**config.mk**
```make
export PLATFORM = sky130hd
export DESIGN_NAME = eewire_ctrl
export DESIGN_NICKNAME = d
export VERILOG_FILES = /design/src/rtl/eewire_pkg.sv /design/src/rtl/eewire_sync.sv /design/src/rtl/eewire_clkdiv.sv /design/src/rtl/eewire_shift.sv /design/src/rtl/eewire_seq.sv /design/src/rtl/eewire_ctrl.sv
export SDC_FILE = /design/constraint.sdc
export NUM_CORES = 1
export LEC_CHECK = 0
export BUFFER_PORTS_ARGS = -buffer_cell sky130_fd_sc_hd__buf_2
export CELL_PAD_IN_SITES_DETAIL_PLACEMENT = 1
export CELL_PAD_IN_SITES_GLOBAL_PLACEMENT = 1
export CORE_ASPECT_RATIO = 0.7
export CORE_MARGIN = 2
export CORE_UTILIZATION = 38
export DETAILED_ROUTE_END_ITERATION = 6
export GPL_TIMING_DRIVEN = 0
export PLACE_DENSITY = 0.81
export SLEW_MARGIN = 25
export SYNTH_ARGS = -nofsm -noshare
export SYNTH_HDL_FRONTEND = slang
export SYNTH_SLANG_ARGS = --single-unit
```
**constraint.sdc**
```tcl
create_clock -name clk -period 1.85 [get_ports clk]
set_input_delay 0.37 -clock clk [delete_from_list [all_inputs] [get_ports clk]]
set_output_delay 0.37 -clock clk [all_outputs]
set_load 0.02 [all_outputs]
```
**src/rtl/eewire_pkg.sv**
```systemverilog
package eewire_pkg;

  typedef enum logic [1:0] {
    OP_MISC  = 2'd0,
    OP_WRITE = 2'd1,
    OP_READ  = 2'd2,
    OP_ERASE = 2'd3
  } ee_op_t;

  typedef enum logic [1:0] {
    ST_IDLE,
    ST_SHIFT,
    ST_GAP,
    ST_POLL
  } ee_state_t;

  // opcode classes carrying a 16-bit payload after the address
  function automatic logic carries_data(ee_op_t op);
    return (op == OP_READ) || (op == OP_WRITE);
  endfunction

  // opcode classes that start internal programming in the device
  function automatic logic needs_poll(ee_op_t op);
    return (op == OP_WRITE) || (op == OP_ERASE);
  endfunction

  // number of serial bits in a frame: start + opcode + address [+ data]
  function automatic int unsigned frame_len(ee_op_t op, int unsigned aw, int unsigned dw);
    return 3 + aw + (carries_data(op) ? dw : 0);
  endfunction

endpackage

```
**src/rtl/eewire_sync.sv**
```systemverilog
module eewire_sync #(
  parameter int STAGES = 2
) (
  input  logic clk,
  input  logic rst_n,
  input  logic d,
  output logic q
);
  generate
    if (STAGES == 0) begin : g_pass
      assign q = d;
    end else begin : g_ff
      logic [STAGES-1:0] r;
      always_ff @(posedge clk) begin
        if (!rst_n) r <= '0;
        else        r <= (r << 1) | STAGES'(d);
      end
      assign q = r[STAGES-1];
    end
  endgenerate
endmodule

```
**src/rtl/eewire_clkdiv.sv**
```systemverilog
module eewire_clkdiv #(
  parameter int HALF_DIV = 4
) (
  input  logic clk,
  input  logic rst_n,
  input  logic run,
  output logic phase_end
);
  localparam int CW = $clog2(HALF_DIV + 1);
  localparam logic [CW-1:0] LAST = CW'(HALF_DIV - 1);

  logic [CW-1:0] cnt;

  always_ff @(posedge clk) begin
    if (!rst_n || !run) cnt <= '0;
    else if (cnt == LAST) cnt <= '0;
    else cnt <= cnt + 1'b1;
  end

  assign phase_end = run && (cnt == LAST);
endmodule

```
**src/rtl/eewire_shift.sv**
```systemverilog
module eewire_shift
  import eewire_pkg::*;
#(
  parameter int ADDR_W = 6,
  parameter int DATA_W = 16
) (
  input  logic              clk,
  input  logic              rst_n,
  input  logic              load,
  input  ee_op_t            load_op,
  input  logic [ADDR_W-1:0] load_addr,
  input  logic [DATA_W-1:0] load_data,
  input  logic              adv,
  input  logic              sample,
  input  logic              din,
  output logic              dout,
  output logic [DATA_W-1:0] rx_next
);
  localparam int FRAME_W = 3 + ADDR_W + DATA_W;

  logic [FRAME_W-1:0] tx;
  logic [DATA_W-1:0]  rx;

  always_ff @(posedge clk) begin
    if (!rst_n) begin
      tx <= '0;
      rx <= '0;
    end else begin
      if (load)     tx <= {1'b1, load_op, load_addr, load_data};
      else if (adv) tx <= tx << 1;
      if (sample)   rx <= rx_next;
    end
  end

  assign dout    = tx[FRAME_W-1];
  assign rx_next = {rx[DATA_W-2:0], din};
endmodule

```
**src/rtl/eewire_seq.sv**
```systemverilog
module eewire_seq
  import eewire_pkg::*;
#(
  parameter int ADDR_W = 6,
  parameter int DATA_W = 16
) (
  input  logic      clk,
  input  logic      rst_n,
  input  logic      start,
  input  ee_op_t    start_op,
  input  logic      phase_end,
  input  logic      din,
  output ee_state_t state,
  output logic      cs,
  output logic      sk,
  output logic      shift_adv,
  output logic      sample_en,
  output logic      frame_done,
  output logic      read_done,
  output logic      poll_ready
);
  localparam int HDR_W   = 3 + ADDR_W;
  localparam int FRAME_W = HDR_W + DATA_W;
  localparam int CNT_W   = $clog2(FRAME_W + 1);

  logic [CNT_W-1:0] bidx;
  logic [CNT_W-1:0] len_q;
  ee_op_t           op_q;
  logic             last_bit;

  assign last_bit   = (bidx == len_q - CNT_W'(1));
  assign shift_adv  = (state == ST_SHIFT) && phase_end && sk;
  assign sample_en  = shift_adv && (op_q == OP_READ) && (bidx >= CNT_W'(HDR_W));
  assign frame_done = shift_adv && last_bit;
  assign read_done  = frame_done && (op_q == OP_READ);
  assign poll_ready = (state == ST_POLL) && din;

  always_ff @(posedge clk) begin
    if (!rst_n) begin
      state <= ST_IDLE;
      cs    <= 1'b0;
      sk    <= 1'b0;
      bidx  <= '0;
      len_q <= '0;
      op_q  <= OP_MISC;
    end else begin
      case (state)
        ST_IDLE: begin
          if (start) begin
            state <= ST_SHIFT;
            cs    <= 1'b1;
            sk    <= 1'b0;
            bidx  <= '0;
            op_q  <= start_op;
            len_q <= CNT_W'(frame_len(start_op, ADDR_W, DATA_W));
          end
        end
        ST_SHIFT: begin
          if (phase_end) begin
            if (!sk) begin
              sk <= 1'b1;
            end else begin
              sk <= 1'b0;
              if (last_bit) begin
                cs    <= 1'b0;
                state <= needs_poll(op_q) ? ST_GAP : ST_IDLE;
              end else begin
                bidx <= bidx + 1'b1;
              end
            end
          end
        end
        ST_GAP: begin
          if (phase_end) begin
            state <= ST_POLL;
            cs    <= 1'b1;
          end
        end
        ST_POLL: begin
          if (din) begin
            state <= ST_IDLE;
            cs    <= 1'b0;
          end
        end
        default: state <= ST_IDLE;
      endcase
    end
  end
endmodule

```
**src/rtl/eewire_ctrl.sv**
```systemverilog
module eewire_ctrl
  import eewire_pkg::*;
#(
  parameter int ADDR_W      = 6,
  parameter int DATA_W      = 16,
  parameter int HALF_DIV    = 4,
  parameter int SYNC_STAGES = 2
) (
  input  logic              clk,
  input  logic              rst_n,
  input  logic              host_wr,
  input  logic              host_sel,
  input  logic [DATA_W-1:0] host_wdata,
  output logic [15:0]       cmd_rdata,
  output logic [DATA_W-1:0] data_rdata,
  output logic              ee_cs,
  output logic              ee_sk,
  output logic              ee_di,
  input  logic              ee_do
);
  localparam int CMD_W = ADDR_W + 2;
  localparam int PAD_W = 15 - CMD_W;

  ee_state_t         state;
  logic              busy;
  logic              cmd_accept;
  logic              data_load;
  logic              phase_end;
  logic              shift_adv;
  logic              sample_en;
  logic              frame_done;
  logic              read_done;
  logic              poll_ready;
  logic              do_s;
  logic [DATA_W-1:0] rx_next;
  logic [CMD_W-1:0]  cmd_q;
  logic [DATA_W-1:0] data_q;
  ee_op_t            new_op;

  assign busy       = (state != ST_IDLE);
  assign cmd_accept = host_wr && !host_sel && !busy;
  assign data_load  = host_wr && host_sel && !busy;
  assign new_op     = ee_op_t'(host_wdata[CMD_W-1:ADDR_W]);

  always_ff @(posedge clk) begin
    if (!rst_n) begin
      cmd_q  <= '0;
      data_q <= '0;
    end else begin
      if (cmd_accept) cmd_q <= host_wdata[CMD_W-1:0];
      if (read_done)      data_q <= rx_next;
      else if (data_load) data_q <= host_wdata;
    end
  end

  assign cmd_rdata  = {busy, {PAD_W{1'b0}}, cmd_q};
  assign data_rdata = data_q;

  eewire_sync #(.STAGES(SYNC_STAGES)) u_sync (
    .clk(clk), .rst_n(rst_n), .d(ee_do), .q(do_s)
  );

  eewire_clkdiv #(.HALF_DIV(HALF_DIV)) u_div (
    .clk(clk), .rst_n(rst_n), .run(busy), .phase_end(phase_end)
  );

  eewire_shift #(.ADDR_W(ADDR_W), .DATA_W(DATA_W)) u_shift (
    .clk(clk), .rst_n(rst_n),
    .load(cmd_accept), .load_op(new_op),
    .load_addr(host_wdata[ADDR_W-1:0]), .load_data(data_q),
    .adv(shift_adv), .sample(sample_en), .din(do_s),
    .dout(ee_di), .rx_next(rx_next)
  );

  eewire_seq #(.ADDR_W(ADDR_W), .DATA_W(DATA_W)) u_seq (
    .clk(clk), .rst_n(rst_n),
    .start(cmd_accept), .start_op(new_op),
    .phase_end(phase_end), .din(do_s),
    .state(state), .cs(ee_cs), .sk(ee_sk),
    .shift_adv(shift_adv), .sample_en(sample_en),
    .frame_done(frame_done), .read_done(read_done),
    .poll_ready(poll_ready)
  );
endmodule

```
# After elaboration in Yosys (flattened, before gate mapping)
# Cells that the tools add are included.
word_totals:
  out_inout_bits: 35
  register_bits: 85
  inputBits: 21
op_classes:
  bitwise_logic: 1
  n_eq_ne: 17
  n_addsub: 4
  magnitude_cmp: 1
  reduce_logical: 27
  mux: 29
op_table:
  columns: ["op", "count"]
  rows:
  - ["25-bit 2-to-1 mux", 2]
  - ["16-bit 2-to-1 mux", 2]
  - ["5-bit 2-to-1 mux", 5]
  - ["2-bit 2-to-1 mux", 7]
  - ["1-bit logical AND", 11]
  - ["2-bit equality test, second input constant", 5]
  - ["5-bit one-hot mux with 2 select lines", 1]
  - ["1-bit 2-to-1 mux", 9]
  - ["2-bit by 1-bit != test with 1-bit output, second input constant", 4]
  - ["2-bit one-hot mux with 4 select lines", 1]
  - ["2-bit nonzero test", 4]
  - ["2-bit by 1-bit equality test with 1-bit output, second input constant", 3]
  - ["2-bit != test, second input constant", 3]
  - ["6-bit AND reduction", 1]
  - ["4-bit by 5-bit adder with 5-bit output, first input constant", 1]
  - ["5-bit by 1-bit adder with 5-bit output, second input constant", 1]
  - ["5-bit equality test", 1]
  - ["5-bit by 4-bit >= comparator with 1-bit output, second input constant", 1]
  - ["5-bit AND reduction", 1]
  - ["5-bit by 1-bit subtractor with 5-bit output, second input constant", 1]
  - ["1-bit one-hot mux with 4 select lines", 1]
  - ["3-bit by 1-bit adder with 3-bit output, second input constant", 1]
  - ["3-bit by 2-bit equality test with 1-bit output, second input constant", 1]
  - ["1-bit logical NOT", 3]
  - ["7 further kinds", 9]

# Depth between registers and ports, before layout
# Gate-level depths: netlist (run 1).
depth:
  ltp_word: 7
  depth_mapped: 7

# By module
# Synthesis (run 1) repeated with hierarchy kept, for this count alone.
hier_totals:
  hier_cells: 396
  hier_area_um2: 4010.1
modules_own_cells:
  columns: ["module", "cells_each", "n_inst", "seq_area_each_um2", "area_each_um2"]
  rows:
  - ["eewire_shift", 159, 1, 800.8, 1878.1]
  - ["eewire_ctrl", 118, 1, 480.5, 1121.1]
  - ["eewire_seq", 105, 1, 260.2, 825.8]
  - ["eewire_clkdiv", 10, 1, 60.1, 132.6]
  - ["eewire_sync", 4, 1, 40.0, 52.6]

# Worst setup path before layout (run 1)
# OpenSTA, ideal clock, no wires.
synth_path:
  path_type: "register to register"
  from: "reg u_seq.bidx[1]"
  to: "reg u_shift.rx[10]"
  synth_period_minus_slack_ns: 1.835
  path_stages_with_launch: 8
  n_path_buf: 1
  setup_time_ns: 0.128
  setup_slack_ns: 0.015
  t_arrival_ns: 1.707
  cell_sequence: "dfxtp_1 > inv_1 > ha_1 > o41a_1 > o2111ai_2 > buf_6 > mux2i_1 > nor2_1"
synth_between:
  elab_chain_cells: 2
synth_rtl:
  columns: ["item", "line_no", "source"]
  rows:
  - ["from (decl)", "eewire_seq.sv:26", "logic [CNT_W-1:0] bidx;"]
  - ["from (signal assigned)", "eewire_seq.sv:68", "bidx <= bidx + 1'b1;"]
  - ["5-bit by 4-bit >= comparator with 1-bit output", "eewire_seq.sv:33", "assign sample_en = shift_adv && (op_q == OP_READ) && (bidx >= CNT_W'(HDR_W));"]
  - ["1-bit logical AND", "eewire_seq.sv:33", null]
  - ["to (signal assigned)", "eewire_shift.sv:31", "if (sample) rx <= rx_next;"]
  - ["to (decl)", "eewire_shift.sv:22", "logic [DATA_W-1:0] rx;"]
# Every way passes these cells.
# A chain may end at the register's enable or synchronous reset.

# Worst setup path in the final report (run 1)
layout_path:
  from: "reg u_seq.bidx[1]"
  to: "reg u_shift.rx[8]"
# The elaborated chain is that of the path after synthesis.

==> summary.md, run 1 <==
| Metric | Value |
|---|---|
| Dpl ws | `-0.332 ns` |
| Clk sinks | `82` |
| Pwr/cell area | `880 mW/mm^2` |
| Pin count of the biggest net entering global routing | `13` |
| Max VDD drop | `0.453 mV` |
| IO Port Bufs | `48` |
| Post-DP HPWL | `7650 um` |
| Worst flop-to-flop path startpoint | `u_seq.bidx[1]` |
| RSZ-0062 raised after global routing | `yes` |
| GPL Wtd Cong | `0.796` |
| Clock share of power | `44.2%` |
| Chip Height | `85.9 um` |
| Die width | `between 100 and 150 um` |
| Sequential Power Share | `45.8%` |
| Initial Util | `39.6%` |
| Post-Syn Instances | `416` |
| Routed vias | `3,284` |
| Final-stage net count | `523` |
| Syn avg cell area | `8.74 sq um` |
| Fin crit period | `1.80 ns` |
| Skew-Pair Late Insertion Delay | `0.34 ns` |
| Hold Buf Count CTS | `0` |
| Post-synth EDFFs | `0` |
| Hold Path Origin | `ee_do` |
| First-pass GRT wire length | `between 15,000 and 20,000 um` |
| Fill count | `1,097` |
| Initial DRC Count | `218` |
| Leak Pwr | `roughly 2 nW` |
| Post-Synthesis Cell Area | `0.00364 sq mm` |
| Setup CP Type | `reg -> reg` |
| P_int | `approximately 3.1 mW` |
| Routed WL | `10,900 um` |
| Antenna Cells | `0` |
| Area grow syn2layout | `29.1%` |
| Critical Path End Type | `flip-flop` |
| Async set-or-reset flop fraction in the synthesized netlist | `0%` |
| Fin. Hold Viols | `0` |
| Max Root-Sink Buffers | `2` |
| Max cap viols | `0` |
| Register cell area after layout | `0.00166 sq mm` |
| CP Launch Type | `flip-flop` |
| Final WS setup | `0.0466 ns` |
| Worst Tran Pin Value | `a little over 0.6 ns` |
| Share of cells above drive strength 1 | `28.7%` |
| Overall power | `4.13 mW` |
| Net Sw Power | `about 0.98 mW` |
| Residual DRC | `0` |
| Clock skew | `0.00799 ns` |
| CP Data Required Time | `2.06 ns` |
| Worst hold path type | `in -> reg` |
| Post-synthesis register bit count | `82` |
| Yosys warns | `0` |
| CTS tree | `built` |
| Placeable Area | `approximately 0.0092 sq mm` |
| CTS clock-pin slew for the worst setup and hold paths | `approximately 0.060 ns` |
| Critical path launch point | `u_seq.bidx[1]` |
| Area of the multi-input gates | `0.00190 sq mm` |
| Num ports | `56` |
| Drt via density | `5.25` |
| Setup violators final | `0` |
| Yosys cell types | `42` |
| Die footprint | `0.0104 sq mm` |
| Total congestion overflow | `0` |
| Row count | `29` |
| Total track usage | `21.5%` |
| Root Driver | `clkbuf_16` |
| Logic pwr share | `10.0%` |
| Slew Limit Fails | `0` |
| Crit path arrival time | `2.02 ns` |
| Vias in the first global route | `3,351` |
| CTS H-Tree Depth | `3` |
| Synth Flop Type | `dfxtp_1` |
| Sequential fraction of the synthesis area | `roughly 45%` |
| Net Sw Frac | `between 20% and 30%` |
| Worst Path Max Fanout | `5` |
| Fin crit share | `97.5%` |
| Status | `finished, final reports clean` |
| Final ANT Viol Nets | `0` |
| Antenna violations before repair | `0` |
| Design Area, Final | `0.00470 sq mm` |
| Max_slew headroom | `58.6%` |
| Inserted Clock Buffers | `9` |
| DR pass1 iterations | `4` |
| Area post-placement | `0.00406 sq mm` |
| Fmax | `between 0.5 and 0.6 GHz` |
| Wire per inst | `17.4 um` |
==> per-stage QoR <==
step / hold slack [ns] / TNS, ns / utilization (%) / cells
after global placement: 0.408 / -6.15 / 44.2 / 594
after global routing: 0.253 / -0.269 / 51.2 / 626
after CTS: 0.238 / 0 / 48.7 / 611
after floorplan: 0.399 / 0 / - / 422
final: 0.246 / 0 / 51.2 / 626
after detailed placement: 0.416 / -9.48 / 44.2 / 594
==> Yosys cell counts, types with 2 or more instances <==
library cell,instances,area [sq um]
a21oi_1,16,80.1
a311oi_1,25,219
a31oi_1,3,18.8
and2_1,3,18.8
and4b_1,2,20.0
buf_1,3,11.3
buf_2,6,30.0
buf_4,9,67.6
buf_6,2,22.5
clkbuf_1,17,63.8
dfxtp_1,82,1640
ha_1,4,50.1
inv_1,7,26.3
mux2_2,16,180
mux2i_1,31,310
nand2_1,104,390
nand3_1,2,10.0
nor2_1,49,184
nor3_1,3,15.0
o211a_1,3,30.0
o21ai_0,7,35.0
or3_1,2,12.5
==> timing repair <==
action                                  CTS  global route
endpoints found under the setup margin   60            61
resized for setup                        24            30
buffers inserted                          3            14
pin swaps                                 2             4
gates cloned                              0             1
==> critical path: stages, from the launching register on <==
cell	delay, ns
dfxtp_4	0.35
buf_6	0.11
o41a_1	0.45
o2111ai_4	0.31
clkbuf_16	0.21
mux2i_1	0.19
nor2_1	0.06
==> cell type report <==
class / instances / share of cell area (%)
inverter: 7 / 0.560
tap: 124 / 3.30
buffer: 37 / 5.36
clock inverter: 2 / 0.746
clock buffer: 13 / 5.76
multi-input combinational: 295 / 40.5
timing repair buffer: 66 / 8.53
sequential: 82 / 35.3
==> registers in the layout, summed over array words and instances (netlist names), 2 cells and up, named ones only <==
signal / count
cmd_q: 8
data_rdata: 16
u_div.cnt: 3
u_seq.bidx: 5
u_seq.len_q: 2
u_seq.op_q: 2
u_shift.rx: 15
u_shift.tx: 25
u_sync.g_ff.r: 2
==> worst paths after layout <==
kind | endpoint | slack (ns) | cells after the start
worst max-delay path | u_shift.rx[8] | 0.05 | 6
worst min-delay path | u_sync.g_ff.r[0] | 0.25 | 2
worst max register to register | u_shift.rx[8] | 0.05 | 6
worst min register to register | u_div.cnt[0] | 0.44 | 1
==> cells in the final DEF (no fill, tap or decap), drive strengths merged, types with 2 or more instances in the layout <==
| cell | Yosys | routed |
|---|---|---|
| conb | 1 | 7 |
| a311oi | 25 | 25 |
| nand3 | 2 | 2 |
| nor2 | 49 | 49 |
| or3 | 2 | 2 |
| mux2i | 31 | 31 |
| o2111ai | 2 | 2 |
| o211a | 3 | 3 |
| clkbuf | 17 | 30 |
| nor4b | 2 | 2 |
| dfxtp | 82 | 82 |
| mux2 | 16 | 16 |
| and2 | 3 | 3 |
| a31oi | 3 | 3 |
| and4b | 2 | 2 |
| nand2 | 104 | 104 |
| buf | 21 | 86 |
| ha | 4 | 4 |
| o21ai | 7 | 7 |
| inv | 7 | 7 |
| a21oi | 16 | 16 |
| nor3 | 3 | 3 |
==> cells by family (layout without fill, tap and decap cells) <==
family | Yosys count | in the layout | synth area share, %
other | 1 | 7 | 0.103
multiplexers | 47 | 47 | 13.5
AO/OA/AOI/OAI | 61 | 61 | 12.3
AND/OR/NAND/NOR | 174 | 174 | 20.2
buffers and inverters | 45 | 125 | 6.50
adder cells (fa/ha/maj) | 4 | 4 | 1.38
flip-flops | 82 | 82 | 45.1
XOR/XNOR | 2 | 2 | 0.894
==> power by group through the flow <==
stage | combinational, mW | clock, mW | sequential, mW
2_1_floorplan | 0.223 | 0 | 1.95
5_1_grt | 0.452 | 1.94 | 1.90
3_5_place_dp | 0.383 | 0 | 1.93
3_3_place_gp | 0.367 | 0 | 1.93
6_report | 0.413 | 1.83 | 1.89
4_1_cts | 0.404 | 1.85 | 1.89
==> metal layers <==
layer / share of wire (%) / routed length, um / track usage, %
met1: 48 / 5290 / 28.5
met2: 46 / 4990 / 34.4
met3: 4.7 / 516 / 6.65
met4: 1.1 / 123 / 4.76
met5: 0 / 0 / 0
Note: power is estimated with default switching activity, not from simulation.
==> run 2, diff against run 1 <==
Settings changed: CELL_PAD_IN_SITES_DETAIL_PLACEMENT 1 to 2, CELL_PAD_IN_SITES_GLOBAL_PLACEMENT 1 to 2, CORE_UTILIZATION 38 to 31, PLACE_DENSITY 0.81 to 0.82.
==> summary.md, run 2 (synthesis gave the netlist of run 1 again) <==
| Metric | Value |
|---|---|
| Status | `complete, but fails checks (was finished, final reports clean)` |
| Failing checks | `negative setup slack` |
| CP Data Required Time | `2.06 ns (about the same)` |
| Fin. Hold Viols | `0 (unchanged)` |
| Initial DRC Count | `154 (was 218)` |
| Sequential Power Share | `48.0% (was 45.8%)` |
| Final core utilization | `40.1% (was 51.2%)` |
| Post-DP HPWL | `8540 um (was 7650 um)` |
| Routed vias | `3,273 (was 3,284)` |
| GPL Wtd Cong | `0.747 (was 0.796)` |
| Chip Height | `94.6 um (was 85.9 um)` |
| Clock skew | `0.00559 ns (was 0.00799 ns)` |
| Antenna violations before repair | `0 (unchanged)` |
| Area of the multi-input gates | `0.00190 sq mm (about the same)` |
| Residual DRC | `0 (unchanged)` |
| Worst reg-to-reg path cell count | `7 (was 6)` |
| Overall power | `3.94 mW (was 4.13 mW)` |
| Net Sw Power | `1.04 mW (was 0.983 mW)` |
| Clk sinks | `82 (unchanged)` |
| Hold Buf Count CTS | `0 (unchanged)` |
| Drt via density | `5.00 (was 5.25)` |
| Max Root-Sink Buffers | `2 (unchanged)` |
| Initial Util | `31.5% (was 39.6%)` |
| CTS H-Tree Depth | `3 (unchanged)` |
| Placeable Area | `0.0116 sq mm (was 0.00918 sq mm)` |
| CTS clock-pin slew for the worst setup and hold paths | `0.06 ns (about the same)` |
| Max_slew headroom | `54.4% (was 58.6%)` |
| Critical Path End Type | `flip-flop (unchanged)` |
| Pin count of the biggest net entering global routing | `13 (unchanged)` |
| Routed wl met3 | `402 um (was 516 um)` |
| Register cell area after layout | `0.00165 sq mm (was 0.00166 sq mm)` |
| Area grow syn2layout | `27.5% (was 29.1%)` |
| Worst Tran Pin Value | `0.684 ns (was 0.620 ns)` |
| Fill count | `1,287 (was 1,097)` |
| Root Driver | `clkbuf_16 (unchanged)` |
| Row count | `33 (was 29)` |
| Max cap viols | `0 (unchanged)` |
| Met1 wire length | `5870 um (was 5290 um)` |
| Fin crit period | `1.85 ns (was 1.80 ns)` |
| Die width | `133 um (was 121 um)` |
| P_int | `2.91 mW (was 3.15 mW)` |
| Setup violators final | `1 (was 0)` |
| Worst hold path type | `in -> reg (unchanged)` |
| Highest routed layer | `met4 (unchanged)` |
| Vias in the first global route | `3,455 (was 3,351)` |
| First-pass GRT wire length | `19,400 um (was 17,200 um)` |
| Total track usage | `20.1% (was 21.5%)` |
| Final ANT Viol Nets | `0 (unchanged)` |
| Wire per inst | `18.9 um (was 17.4 um)` |
| Clock share of power | `41.2% (was 44.2%)` |
| Leak Pwr | `1.97 nW (was 2.01 nW)` |
| Setup CP Type | `reg -> reg (unchanged)` |
| Flip-flop count of the largest register after layout | `25 (unchanged)` |
| Slew Limit Fails | `0 (unchanged)` |
| Final-stage net count | `518 (was 523)` |
| Logic pwr share | `10.8% (was 10.0%)` |
| Num ports | `56 (unchanged)` |
| Pwr/cell area | `850 mW/mm^2 (was 880 mW/mm^2)` |
| DR pass1 iterations | `5 (was 4)` |
| Worst Path Max Fanout | `6 (was 5)` |
| Max VDD drop | `0.406 mV (was 0.453 mV)` |
| IO Port Bufs | `48 (unchanged)` |
| Die footprint | `0.0126 sq mm (was 0.0104 sq mm)` |
| Fin crit share | `100% (was 97.5%)` |
| Most common cell after layout, fill and taps aside | `nand2_1 (unchanged)` |
| Total congestion overflow | `0 (unchanged)` |
| Most frequent cells in the layout | `104 x nand2_1, 77 x dfxtp_1, 52 x buf_2, 48 x nor2_1, 26 x mux2i_1 (was 104 x nand2_1, 75 x dfxtp_1, 50 x buf_2, 49 x nor2_1, 29 x mux2i_1)` |
| Crit path arrival time | `2.06 ns (was 2.02 ns)` |
| Skew-Pair Late Insertion Delay | `0.34 ns (about the same)` |
| Most flops, register | `u_shift.tx (unchanged)` |
| Routed WL | `12,300 um (was 10,900 um)` |
| CP Launch Type | `flip-flop (unchanged)` |
| Net Sw Frac | `26.3% (was 23.8%)` |
| Worst hold path cell count | `2 (unchanged)` |
| WL met2 | `5990 um (was 4990 um)` |
| Inserted Clock Buffers | `9 (unchanged)` |
| RSZ-0062 raised after global routing | `yes (unchanged)` |
| Antenna Cells | `0 (unchanged)` |
| Final WS setup | `-0.00254 ns (was 0.0466 ns)` |
| Hold_ws | `0.245 ns (was 0.246 ns)` |
| Share of cells above drive strength 1 | `27.8% (was 28.7%)` |
| Fmax | `0.540 GHz (was 0.555 GHz)` |
| CTS tree | `built (unchanged)` |
## run 2: critical path, cell delays in order, from the launching register on
cell       delay, ns
dfxtp_4         0.39
inv_2           0.05
ha_4            0.15
o41a_1          0.35
o2111ai_4       0.31
buf_6           0.19
mux2i_1         0.21
nor2_1          0.08
## run 2: path summary, 6_finish.rpt
check                startpoint                to  slack (ns)
setup / recovery  u_seq.bidx[1]     u_shift.rx[2]      -0.003
hold / removal            ee_do  u_sync.g_ff.r[0]        0.25
setup reg to reg  u_seq.bidx[1]     u_shift.rx[2]      -0.003
hold reg to reg    u_div.cnt[0]      u_div.cnt[0]        0.44
## run 2: timing repair
action	4_1_cts	5_1_grt
buffers inserted	4	8
gates resized for setup	33	16
gates cloned	0	1
pin swaps	2	4
endpoints found under the setup margin	65	41
## run 2: area by class of cell
class,count,area share [%]
repair buffers,61,7.74
clock inverters,3,0.378
well taps,157,4.24
plain buffers,37,5.48
inverters,7,0.566
flip-flops and latches,82,35.6
clock buffers,12,5.10
multi-input cells,295,40.9
## run 2: stage by stage
| stage | worst slack, ns | cell area (sq um) | cells | TNS (ns) |
|---|---|---|---|---|
| after floorplan | 0.0154 | 3660 | 422 | 0 |
| after global placement | -0.298 | 4100 | 627 | -7.32 |
| after detailed placement | -0.386 | 4100 | 627 | -11.02 |
| after CTS | -0.0109 | 4490 | 645 | -0.0109 |
| after global routing | -0.0687 | 4640 | 654 | -0.926 |
| final | -0.00254 | 4640 | 654 | -0.00254 |
## run 2: per-layer routing
layer	global-route usage, %	vias to the layer above
met3	4.78	6
li1	-	1573
met4	3.19	0
met5	0	-
met2	34.0	48
met1	26.6	1646
## run 2: power by group through the flow
| stage | Sequential, mW | Combinational [mW] | Clock, mW |
|---|---|---|---|
| 3_3_place_gp | 1.93 | 0.375 | 0 |
| 3_5_place_dp | 1.93 | 0.391 | 0 |
| 5_1_grt | 1.90 | 0.466 | 1.75 |
| 4_1_cts | 1.89 | 0.416 | 1.66 |
| 6_report | 1.89 | 0.428 | 1.62 |
| 2_1_floorplan | 1.95 | 0.223 | 0 |
==> run 3, diff against run 2 <==
Settings changed: CORE_UTILIZATION 31 to 30, PLACE_DENSITY 0.82 to 0.8.
==> summary.md, run 3 (synthesis gave the netlist of run 1 again) <==
| Metric | Value |
|---|---|
| DR pass1 iterations | `4 (was 5)` |
| Logic pwr share | `10.7% (was 10.8%)` |
| Met1 wire length | `6120 um (was 5870 um)` |
| Final-stage net count | `523 (was 518)` |
| Worst Tran Pin Value | `0.647 ns (was 0.684 ns)` |
| Num ports | `56 (unchanged)` |
| Clock skew | `0.00766 ns (was 0.00559 ns)` |
| Worst Path Max Fanout | `5 (was 6)` |
| Inserted Clock Buffers | `9 (unchanged)` |
| CTS H-Tree Depth | `3 (unchanged)` |
| CP Launch Type | `flip-flop (unchanged)` |
| Fin crit period | `1.89 ns (was 1.85 ns)` |
| Slew Limit Fails | `0 (unchanged)` |
| Final core utilization | `40.6% (was 40.1%)` |
| WL met2 | `6090 um (was 5990 um)` |
| Fmax | `0.529 GHz (was 0.540 GHz)` |
| Die width | `136 um (was 133 um)` |
| Status | `complete, but fails checks (unchanged)` |
| Root Driver | `clkbuf_16 (unchanged)` |
| Failing checks | `negative setup slack (unchanged)` |
| CP max stage delay | `0.46 ns (was 0.39 ns)` |
| Drt via density | `4.97 (was 5.00)` |
| Critical Path End Type | `flip-flop (unchanged)` |
| Net Sw Frac | `26.4% (was 26.3%)` |
| Hold Buf Count CTS | `0 (unchanged)` |
| P_int | `2.99 mW (was 2.91 mW)` |
| R2r setup slk | `-0.04 ns (was -0.003 ns)` |
| Area grow syn2layout | `31.2% (was 27.5%)` |
| Most common cell after layout, fill and taps aside | `nand2_1 (unchanged)` |
| CTS clock-pin slew for the worst setup and hold paths | `0.06 ns (about the same)` |
| RSZ-0062 raised after global routing | `yes (unchanged)` |
| Share of cells above drive strength 1 | `29.8% (was 27.8%)` |
| Max Root-Sink Buffers | `2 (unchanged)` |
| Setup CP Type | `reg -> reg (unchanged)` |
| Routed vias | `3,277 (was 3,273)` |
| Chip Height | `96.1 um (was 94.6 um)` |
| Die footprint | `0.0130 sq mm (was 0.0126 sq mm)` |
| CTS tree | `built (unchanged)` |
| CP cell instances | `buf_6 -> o41a_1 -> o2111ai_4 -> buf_6 -> mux2i_2 -> nor2_1 (was inv_2 -> ha_4 -> o41a_1 -> o2111ai_4 -> buf_6 -> mux2i_1 -> nor2_1)` |
| Most frequent cells in the layout | `104 x nand2_1, 76 x dfxtp_1, 50 x buf_2, 49 x nor2_1 (was 104 x nand2_1, 77 x dfxtp_1, 52 x buf_2, 48 x nor2_1, 26 x mux2i_1)` |
| Residual DRC | `0 (unchanged)` |
| Placeable Area | `0.0118 sq mm (was 0.0116 sq mm)` |
| Crit-path most repeated cell | `buf_6` |
| Net Sw Power | `1.07 mW (was 1.04 mW)` |
| First-pass GRT wire length | `19,300 um (was 19,400 um)` |
| Max VDD drop | `0.490 mV (was 0.406 mV)` |
| Final ANT Viol Nets | `0 (unchanged)` |
| Worst reg-to-reg path cell count | `6 (was 7)` |
| Routed wl met3 | `538 um (was 402 um)` |
| Hold EP | `u_sync.g_ff.r[0] (unchanged)` |
| Antenna violations before repair | `0 (unchanged)` |
| Pin count of the biggest net entering global routing | `14 (was 13)` |
| Final WS setup | `-0.0396 ns (was -0.00254 ns)` |
| Total congestion overflow | `0 (unchanged)` |
| Setup violators final | `6 (was 1)` |
| Vias in the first global route | `3,478 (was 3,455)` |
| Routed WL | `12,900 um (was 12,300 um)` |
| WP buf/inv | `2 (unchanged)` |
| Max cap viols | `0 (unchanged)` |
| Most flops, register | `u_shift.tx (unchanged)` |
| Critical path launch point | `u_seq.bidx[0] (was u_seq.bidx[1])` |
| Antenna Cells | `0 (unchanged)` |
| Total track usage | `19.8% (was 20.1%)` |
| Initial DRC Count | `125 (was 154)` |
| Flip-flop count of the largest register after layout | `25 (unchanged)` |
| IO Port Bufs | `48 (unchanged)` |
| GPL Wtd Cong | `0.763 (was 0.747)` |
| Wire per inst | `19.5 um (was 18.9 um)` |
| Worst hold path cell count | `2 (unchanged)` |
| R2R Path End | `u_shift.rx[2] (unchanged)` |
| Post-DP HPWL | `8480 um (was 8540 um)` |
| Top Family by Delay on Critical Path | `compound AO/OA/AOI/OAI gates (unchanged)` |
| Fin. Hold Viols | `0 (unchanged)` |
| Placed Cells incl. Taps | `627 (unchanged)` |
| Leak Pwr | `1.99 nW (was 1.97 nW)` |
| Clock share of power | `42.8% (was 41.2%)` |
| Skew-Pair Late Insertion Delay | `0.35 ns (was 0.34 ns)` |
| Worst hold path type | `in -> reg (unchanged)` |
| Max_slew headroom | `56.8% (was 54.4%)` |
| Fin crit share | `102% (was 100%)` |
| Crit path arrival time | `2.10 ns (was 2.06 ns)` |
| Clk sinks | `82 (unchanged)` |
| Sequential Power Share | `46.5% (was 48.0%)` |
| Final TNS setup | `-0.158 ns (was -0.00254 ns)` |
| Highest routed layer | `met4 (unchanged)` |
| Post-Layout Cell Count | `660 (was 654)` |
| Worst path slowest cell | `o41a_1 (was dfxtp_4)` |
| Pwr/cell area | `851 mW/mm^2 (was 850 mW/mm^2)` |
| Initial Util | `30.9% (was 31.5%)` |
| Hold Path Origin | `ee_do (unchanged)` |
| CP Data Required Time | `2.06 ns (about the same)` |
| Worst flop-to-flop path startpoint | `u_seq.bidx[0] (was u_seq.bidx[1])` |
| Row count | `33 (unchanged)` |
run 3: cell count changes in the layout (fill, tap and decap cells not counted), moves of 2 or more:
cell | before | now
buf_4 | 21 | 25
buf_2 | 52 | 50
dfxtp_4 | 1 | 3
clkbuf_8 | 0 | 2
a311oi_1 | 24 | 22
a311oi_2 | 1 | 3
run 3: how the worst max path moves through the flow:
| stage | depth (start not counted) | slack [ns] | end |
|---|---|---|---|
| finish | 6 | -0.04 | u_shift.rx[2] |
| global placement | 7 | -0.34 | u_shift.tx[18] |
| floorplan | 7 | 0.02 | u_shift.rx[10] |
| global route | 6 | -0.09 | u_shift.rx[6] |
| detailed placement | 7 | -0.47 | u_shift.tx[14] |
| CTS | 8 | -0.09 | u_shift.rx[14] |
run 3: area by class of cell:
class                      count  area (sq um)
timing repair buffer          66           417
tap                          157           196
sequential                    82          1660
fill                        1310          6990
inverter                       7          26.3
multi-input combinational    295          1940
clock inverter                 4          26.3
clock buffer                  12           256
buffer                        37           255
run 3: worst register-to-register path, delay by kind of cell (launching register included):
kind            cells  cell delay [ns]
compound gates      2             0.77
buf+inv             2             0.32
flops               1             0.36
mux                 1             0.23
simple gates        1             0.07
run 3: layer usage:
| layer | GRT usage, % | up-vias |
|---|---|---|
| met1 | 26.0 | 1638 |
| met5 | 0 | - |
| met4 | 5.30 | 0 |
| met3 | 4.48 | 11 |
| li1 | - | 1577 |
| met2 | 33.1 | 51 |
run 3: power by group through the flow:
stage / sequential, mW / combinational [mW] / clock (mW)
after floorplan: 1.95 / 0.223 / 0
after global placement: 1.93 / 0.375 / 0
after detailed placement: 1.93 / 0.389 / 0
after CTS: 1.89 / 0.413 / 1.77
after global routing: 1.90 / 0.474 / 1.85
final: 1.89 / 0.435 / 1.74
run 3: through the flow:
step	hold slack, ns	instance area [sq um]	total power [mW]	setup WS [ns]
2_1_floorplan	0.399	3660	2.17	0.0154
3_3_place_gp	0.408	4100	2.30	-0.341
3_5_place_dp	0.431	4100	2.32	-0.474
4_1_cts	0.222	4650	4.08	-0.0887
5_1_grt	0.235	4770	4.23	-0.0851
6_report	0.230	4770	4.06	-0.0396
run 3: what timing repair did:
action | in CTS | in global routing
buffers inserted | 12 | 5
cloned | 1 | 1
pin swaps | 4 | 10
endpoints found under the setup margin | 65 | 54
resized for setup | 39 | 22
